===== src/rtl/ocf_pkg.sv =====
package ocf_pkg;

    typedef enum logic [1:0] {
        SEL_CMP  = 2'd0,
        SEL_IEN  = 2'd1,
        SEL_FLAG = 2'd2,
        SEL_NONE = 2'd3
    } reg_sel_e;

    // Compare registers occupy the lowest addresses, one per channel,
    // followed by the enable register and the flag register.
    function automatic reg_sel_e decode_addr(input int addr, input int nch);
        if (addr < nch)            return SEL_CMP;
        else if (addr == nch)      return SEL_IEN;
        else if (addr == nch + 1)  return SEL_FLAG;
        else                       return SEL_NONE;
    endfunction

endpackage


===== src/rtl/ocf_channel.sv =====
module ocf_channel #(
    parameter int CNT_W = 8
) (
    input  logic             clk,
    input  logic             rst_n,
    input  logic             tick,
    input  logic [CNT_W-1:0] count,
    input  logic             cmp_we,
    input  logic [CNT_W-1:0] cmp_wdata,
    input  logic             flag_w1c,
    input  logic             flag_ack,
    output logic [CNT_W-1:0] cmp_q,
    output logic             flag_q,
    output logic             match
);

    typedef struct packed {
        logic [CNT_W-1:0] cmp;
        logic             flag;
    } ch_state_t;

    ch_state_t st_d, st_q;
    logic      set_req;
    logic      clr_req;

    always_comb begin
        match   = (count == st_q.cmp);
        set_req = tick && match;
        clr_req = flag_w1c || flag_ack;
        st_d    = st_q;
        if (cmp_we) begin
            st_d.cmp = cmp_wdata;
        end
        if (set_req) begin
            st_d.flag = 1'b1;
        end else if (clr_req) begin
            st_d.flag = 1'b0;
        end
    end

    always_ff @(posedge clk or negedge rst_n) begin
        if (!rst_n) begin
            st_q <= '0;
        end else begin
            st_q <= st_d;
        end
    end

    assign cmp_q  = st_q.cmp;
    assign flag_q = st_q.flag;

    // a flag only rises after an edge that saw tick with a match
    a_r3_rise_needs_tick_match: assert property (@(posedge clk) disable iff (!rst_n)
        $rose(flag_q) |-> $past(tick && (count == cmp_q)));

    // stalled timer sets nothing
    a_r3_no_set_when_stalled: assert property (@(posedge clk) disable iff (!rst_n)
        !tick |=> !$rose(flag_q));

    // a set condition always leaves the flag high
    a_r8_set_wins: assert property (@(posedge clk) disable iff (!rst_n)
        (tick && match) |=> flag_q);

    // a clear without a competing set drops the flag
    a_r6_clear_takes_effect: assert property (@(posedge clk) disable iff (!rst_n)
        ((flag_w1c || flag_ack) && !(tick && match)) |=> !flag_q);

    // compare value only changes through a write
    a_r9_cmp_holds: assert property (@(posedge clk) disable iff (!rst_n)
        !cmp_we |=> $stable(cmp_q));

endmodule


===== src/rtl/ocf_ctrl.sv =====
module ocf_ctrl
    import ocf_pkg::*;
#(
    parameter int CNT_W  = 8,
    parameter int NUM_CH = 2,
    parameter int ADDR_W = 2
) (
    input  logic                    clk,
    input  logic                    rst_n,
    input  logic                    wr_en,
    input  logic [ADDR_W-1:0]       wr_addr,
    input  logic [CNT_W-1:0]        wr_data,
    input  logic [ADDR_W-1:0]       rd_addr,
    input  logic [NUM_CH*CNT_W-1:0] cmp_all,
    input  logic [NUM_CH-1:0]       flags,
    output logic [NUM_CH-1:0]       cmp_we,
    output logic [NUM_CH-1:0]       flag_w1c,
    output logic [NUM_CH-1:0]       ien_q,
    output logic [CNT_W-1:0]        rd_data
);

    typedef struct packed {
        logic [NUM_CH-1:0] ien;
    } ctl_state_t;

    ctl_state_t st_d, st_q;
    reg_sel_e   wr_sel;
    reg_sel_e   rd_sel;

    always_comb begin
        wr_sel   = decode_addr(int'(wr_addr), NUM_CH);
        rd_sel   = decode_addr(int'(rd_addr), NUM_CH);
        st_d     = st_q;
        cmp_we   = '0;
        flag_w1c = '0;
        for (int i = 0; i < NUM_CH; i++) begin
            cmp_we[i]   = wr_en && (wr_sel == SEL_CMP) && (int'(wr_addr) == i);
            flag_w1c[i] = wr_en && (wr_sel == SEL_FLAG) && wr_data[i];
        end
        if (wr_en && (wr_sel == SEL_IEN)) begin
            st_d.ien = wr_data[NUM_CH-1:0];
        end

        rd_data = '0;
        unique case (rd_sel)
            SEL_CMP: begin
                for (int i = 0; i < NUM_CH; i++) begin
                    if (int'(rd_addr) == i) begin
                        rd_data = cmp_all[i*CNT_W +: CNT_W];
                    end
                end
            end
            SEL_IEN:  rd_data[NUM_CH-1:0] = st_q.ien;
            SEL_FLAG: rd_data[NUM_CH-1:0] = flags;
            default:  rd_data = '0;
        endcase
    end

    always_ff @(posedge clk or negedge rst_n) begin
        if (!rst_n) begin
            st_q <= '0;
        end else begin
            st_q <= st_d;
        end
    end

    assign ien_q = st_q.ien;

    // enables only change through a write to their address
    a_r9_ien_holds: assert property (@(posedge clk) disable iff (!rst_n)
        !(wr_en && (int'(wr_addr) == NUM_CH)) |=> $stable(ien_q));

    // at most one compare register is written per cycle
    a_r7_single_cmp_write: assert property (@(posedge clk) disable iff (!rst_n)
        $onehot0(cmp_we));

endmodule


===== src/rtl/ocf_dual_unit.sv =====
module ocf_dual_unit #(
    parameter int CNT_W  = 8,
    parameter int NUM_CH = 2
) (
    input  logic              clk,
    input  logic              rst_n,
    input  logic              tick,
    input  logic [CNT_W-1:0]  count,
    input  logic              wr_en,
    input  logic [1:0]        wr_addr,
    input  logic [CNT_W-1:0]  wr_data,
    input  logic [1:0]        rd_addr,
    output logic [CNT_W-1:0]  rd_data,
    input  logic [NUM_CH-1:0] irq_ack,
    output logic [NUM_CH-1:0] irq,
    output logic [NUM_CH-1:0] match
);

    localparam int ADDR_W = 2;

    logic [NUM_CH*CNT_W-1:0] cmp_all;
    logic [NUM_CH-1:0]       flags;
    logic [NUM_CH-1:0]       cmp_we;
    logic [NUM_CH-1:0]       flag_w1c;
    logic [NUM_CH-1:0]       ien;

    ocf_ctrl #(
        .CNT_W  (CNT_W),
        .NUM_CH (NUM_CH),
        .ADDR_W (ADDR_W)
    ) u_ctrl (
        .clk      (clk),
        .rst_n    (rst_n),
        .wr_en    (wr_en),
        .wr_addr  (wr_addr),
        .wr_data  (wr_data),
        .rd_addr  (rd_addr),
        .cmp_all  (cmp_all),
        .flags    (flags),
        .cmp_we   (cmp_we),
        .flag_w1c (flag_w1c),
        .ien_q    (ien),
        .rd_data  (rd_data)
    );

    for (genvar g = 0; g < NUM_CH; g++) begin : g_ch
        ocf_channel #(
            .CNT_W (CNT_W)
        ) u_ch (
            .clk       (clk),
            .rst_n     (rst_n),
            .tick      (tick),
            .count     (count),
            .cmp_we    (cmp_we[g]),
            .cmp_wdata (wr_data),
            .flag_w1c  (flag_w1c[g]),
            .flag_ack  (irq_ack[g]),
            .cmp_q     (cmp_all[g*CNT_W +: CNT_W]),
            .flag_q    (flags[g]),
            .match     (match[g])
        );
    end

    assign irq = flags & ien;

    // a request never outlives the acknowledge that serviced it
    a_r6_ack_drops_irq: assert property (@(posedge clk) disable iff (!rst_n)
        (irq_ack[0] && !(tick && match[0])) |=> !irq[0]);

endmodule


===== config.mk =====
export PLATFORM = sky130hd
export DESIGN_NAME = ocf_dual_unit
export DESIGN_NICKNAME = d
export VERILOG_FILES = /design/src/rtl/ocf_pkg.sv /design/src/rtl/ocf_channel.sv /design/src/rtl/ocf_ctrl.sv /design/src/rtl/ocf_dual_unit.sv
export SDC_FILE = /design/constraint.sdc
export NUM_CORES = 1
export LEC_CHECK = 0
export ABC_AREA = 1
export BUFFER_PORTS_ARGS = -buffer_cell sky130_fd_sc_hd__buf_2
export CAP_MARGIN = 20
export CORE_MARGIN = 2
export CORE_UTILIZATION = 50
export DETAILED_ROUTE_END_ITERATION = 10
export GPL_ROUTABILITY_DRIVEN = 0
export HOLD_SLACK_MARGIN = 0.06
export PLACE_DENSITY_LB_ADDON = 0.1
export RECOVER_POWER = 25
export SKIP_LAST_GASP = 1
export SLEW_MARGIN = 20
export SYNTH_ARGS = -nofsm -noshare
export SYNTH_HDL_FRONTEND = slang
export SYNTH_HIERARCHICAL = 1
export SYNTH_SLANG_ARGS = --single-unit

===== constraint.sdc =====
create_clock -name clk -period 1.3 [get_ports clk]
set_input_delay 0.195 -clock clk [delete_from_list [all_inputs] [get_ports clk]]
set_output_delay 0.195 -clock clk [all_outputs]
set_load 0.02 [all_outputs]

==> results_tabular.tex <==
\begin{tabular}{lr}
\hline
Metric & Value \\
\hline
\multicolumn{2}{l}{\textbf{Critical path}} \\
\quad Worst endpoint data arrival time & 1.37 ns \\
\quad Required time of the critical path & 1.11 ns \\
\quad Maximum fanout count along the critical path & 2 \\
\quad Kind of critical path & flip-flop to output port \\
\quad Crit start category & flip-flop \\
\quad Largest incremental delay on the critical path & 0.43 ns \\
\quad CP cell instances & xnor2\_1 > nand2\_1 > nor2\_2 > and2\_4 > buf\_6 \\
\quad Category of the worst setup path capture point & output port \\
\quad Critical path's slowest cell & dfrtp\_1 \\
\multicolumn{2}{l}{\textbf{Logic synthesis}} \\
\quad Synth area leader & dfrtp\_1 \\
\quad Post-synthesis area per instance & 7.70 um\^{}2 \\
\quad Synth top area share & 39.4\% \\
\quad Most repeated cell in the gate-level netlist after synthesis & nand2\_1 \\
\quad Proportion of synthesized flip-flops having asynchronous set or reset & 100\% \\
\quad Dominant register cell in the synthesized netlist & dfrtp\_1 \\
\quad Cell types with the largest area share after synthesis & dfrtp\_1 39\%, nand2\_1 18\%, mux2\_4 9.5\% \\
\quad Syn Std Cell Area & 1270 um\^{}2 \\
\quad Synth cell types & 15 \\
\quad List of most frequent post-synthesis cells & 61 x nand2\_1, 20 x dfrtp\_1, 17 x inv\_1 \\
\quad Register area share after synthesis & 39.4\% \\
\quad Gate count of the mapped netlist & 165 \\
\quad \#FFs+latches synth & 20 \\
\quad Number of synthesized flops with an enable pin & 0 \\
\quad Net count of the mapped netlist & 191 \\
\quad YS warnings & 6 \\
\multicolumn{2}{l}{\textbf{Die}} \\
\quad Die area & 2960 um\^{}2 \\
\quad Floorplan row count & 18 \\
\quad Core Area & 2430 um\^{}2 \\
\quad X dimension of the die & 54.4 um \\
\quad Effective utilization at floorplan & 52.2\% \\
\quad Die height & 54.4 um \\
\quad Number of ports placed on the die boundary & 38 \\
\multicolumn{2}{l}{\textbf{Timing}} \\
\quad Number of max-slew violations in the final report & 0 \\
\quad Time the final worst path needs with I/O delays and setup & 1.57 ns \\
\quad Worst clock skew & 0.00345 ns \\
\quad Unrepaired setup endpoints after global routing & true \\
\quad Slew margin rel. & 54.8\% \\
\quad Max Clock Freq & 0.639 GHz \\
\quad Number of setup violations in the final report & 4 \\
\quad Fin crit share & 120\% \\
\quad Final hold viol count & 0 \\
\quad Worst Max-Slew Pin Slew & 0.678 ns \\
\quad Setup slack after layout & -0.266 ns \\
\multicolumn{2}{l}{\textbf{Clocking}} \\
\quad Clock Path Buffers & 2 \\
\quad H-tree depth & 1 \\
\quad Number of buffers created by CTS & 3 \\
\quad Sinks on the clock net & 20 \\
\quad Clock Tree Root & clkbuf\_4 \\
\quad Clock tree from TritonCTS & yes \\
\quad Clock-pin slew on the worst setup and hold paths & 0.11 ns \\
\quad Clock Latency Late Sink & 0.29 ns \\
\multicolumn{2}{l}{\textbf{Route}} \\
\quad Initial detailed-routing violation count & 14 \\
\quad DRC violations left & 0 \\
\quad Count of vias placed by the detailed router & 1255 \\
\quad Routed length per instance & 13.1 um \\
\quad 1st-pass router iterations & 4 \\
\quad Routed via count divided by cell count & 5.04 \\
\quad Total wire length & 3260 um \\
\quad Number of nets with antenna violations after routing & 0 \\
\multicolumn{2}{l}{\textbf{Global routing}} \\
\quad Number of antenna violations at the first check in global routing & 0 \\
\quad Wire length of the first global-routing pass & 4850 um \\
\quad Global-route total usage across every layer & 23.3\% \\
\quad Number of global-route vias before repair & 1163 \\
\quad Aggregate global routing overflow & 0 \\
\quad Pin count of the biggest net entering global routing & 21 \\
\multicolumn{2}{l}{\textbf{Finish}} \\
\quad Layout Area Growth over Synthesis & 37.6\% \\
\quad Antenna fix cells & 0 \\
\quad Share of cells above drive strength 1 & 41.6\% \\
\quad Area of the multi-input gates & 716 um\^{}2 \\
\quad Area of all sequential standard cells & 500 um\^{}2 \\
\quad Final nets & 247 \\
\quad Core occupancy in the finished layout & 71.9\% \\
\quad Fill count & 197 \\
\multicolumn{2}{l}{\textbf{Power and ir drop}} \\
\quad Max IR drop VDD & 0.842 mV \\
\quad Leakage & 0.000947 uW \\
\quad Ratio of total power to cell area & 1050 nW/um\^{}2 \\
\multicolumn{2}{l}{\textbf{Status}} \\
\quad Violations in the final reports & negative setup slack \\
\quad Status & finished with violations \\
\multicolumn{2}{l}{\textbf{Worst hold path}} \\
\quad Worst hold path type & input port to flip-flop \\
\multicolumn{2}{l}{\textbf{Placement}} \\
\quad Minimum setup slack after placement & 0.0418 ns \\
\quad Port Buffer Count & 37 \\
\quad HPWL Detailed & 2280 um \\
\multicolumn{2}{l}{\textbf{Job}} \\
\quad Number of max-capacitance violations reported & 0 \\
\hline
\end{tabular}
==> through the flow <==
step,total power [uW],area [um^2],setup TNS [ns],hold slack (ns),std cells
after floorplan,1170,1270,0,-0.101,165
after global placement,1320,1490,0,0.166,232
final,1830,1750,-0.523,0.132,249
after global routing,1930,1750,-0.909,0.128,249
after detailed placement,1340,1490,0,0.173,232
after CTS,1710,1620,-0.504,0.121,246
==> critical path, delay by kind of cell (launching register included) <==
kind          cells  cell delay [ns]
buf+inv           1             0.11
flops             1             0.43
xor+xnor          1             0.16
simple gates      3             0.39
==> layout by cell type (no fill, tap or decap) <==
| master | netlist | final |
|---|---|---|
| o21ai_0 | 2 | 6 |
| buf_4 | 0 | 11 |
| nand3_2 | 0 | 5 |
| dlygate4sd3_1 | 0 | 1 |
| o21ai_1 | 6 | 2 |
| xnor2_1 | 10 | 9 |
| nand2_2 | 0 | 9 |
| nand2_1 | 61 | 52 |
| nand3_1 | 16 | 11 |
| mux2_1 | 2 | 2 |
| inv_1 | 17 | 17 |
| buf_2 | 0 | 26 |
| and2_4 | 0 | 2 |
| nor2_2 | 2 | 3 |
| mux2_4 | 8 | 8 |
| inv_2 | 7 | 7 |
| clkbuf_1 | 0 | 2 |
| clkbuf_4 | 0 | 3 |
| clkbuf_2 | 0 | 1 |
| nor2_1 | 8 | 6 |
| xnor2_2 | 0 | 1 |
| dfrtp_1 | 20 | 20 |
| nor2_4 | 1 | 2 |
| buf_6 | 3 | 13 |
==> registers in the layout, indices dropped and copies added (netlist names) <==
signal            count
g_ch.u_ch/cmp_q      16
g_ch.u_ch/flag_q      2
u_ctrl/ien_q          2
==> area by class of cell <==
| class | instances | share of cell area, % |
|---|---|---|
| clock buffers | 3 | 1.29 |
| multi-input cells | 118 | 40.9 |
| flip-flops and latches | 20 | 28.6 |
| repair buffers | 54 | 21.8 |
| well taps | 30 | 2.15 |
| inverters | 24 | 5.15 |
==> power by group <==
group | switching [uW] | internal [uW]
clock network | 182 | 108
registers | 91.0 | 723
logic | 340 | 383
==> layer usage <==
| layer | up-vias | global-route usage (%) | share of wire [%] |
|---|---|---|---|
| met5 | - | 0 | 0 |
| met1 | 607 | 27.2 | 40 |
| met2 | 31 | 43.8 | 54 |
| met4 | 0 | 6.25 | 0.71 |
| met3 | 4 | 3.55 | 5.1 |
| li1 | 613 | - | - |
==> cell families (layout without fill, tap and decap cells) <==
logic type,after synthesis,after routing,share of synthesized area (%)
flops,20,20,39.4
buf+inv,27,81,9.75
compound gates,8,8,3.15
xor+xnor,10,10,6.90
simple gates,90,90,29.6
mux,10,10,11.2
==> final timing paths <==
path | cells after the start | endpoint | slack, ns | start
min reg2reg | 2 | u_ctrl/ien_q[1] | 0.54 | u_ctrl/ien_q[1]
min in group asynchronous | 2 | g_ch[0].u_ch/cmp_q[6] | 0.40 | rst_n
max in group asynchronous | 2 | u_ctrl/ien_q[1] | 0.56 | rst_n
max | 5 | match[1] | -0.27 | g_ch[1].u_ch/cmp_q[6]
max reg2reg | 6 | g_ch[0].u_ch/flag_q | 0.19 | g_ch[0].u_ch/cmp_q[6]
min | 2 | g_ch[0].u_ch/cmp_q[3] | 0.13 | wr_data[3]
==> timing repair <==
| item | in CTS | in global routing |
|---|---|---|
| buffers inserted | 10 | 7 |
| pin swaps | 9 | 9 |
| hold endpoints to repair | 20 | 0 |
| gates resized for setup | 7 | 36 |
| setup endpoints to repair | 3 | 10 |
| hold buffers | 1 | 0 |
(Power assumes the default switching activity.)
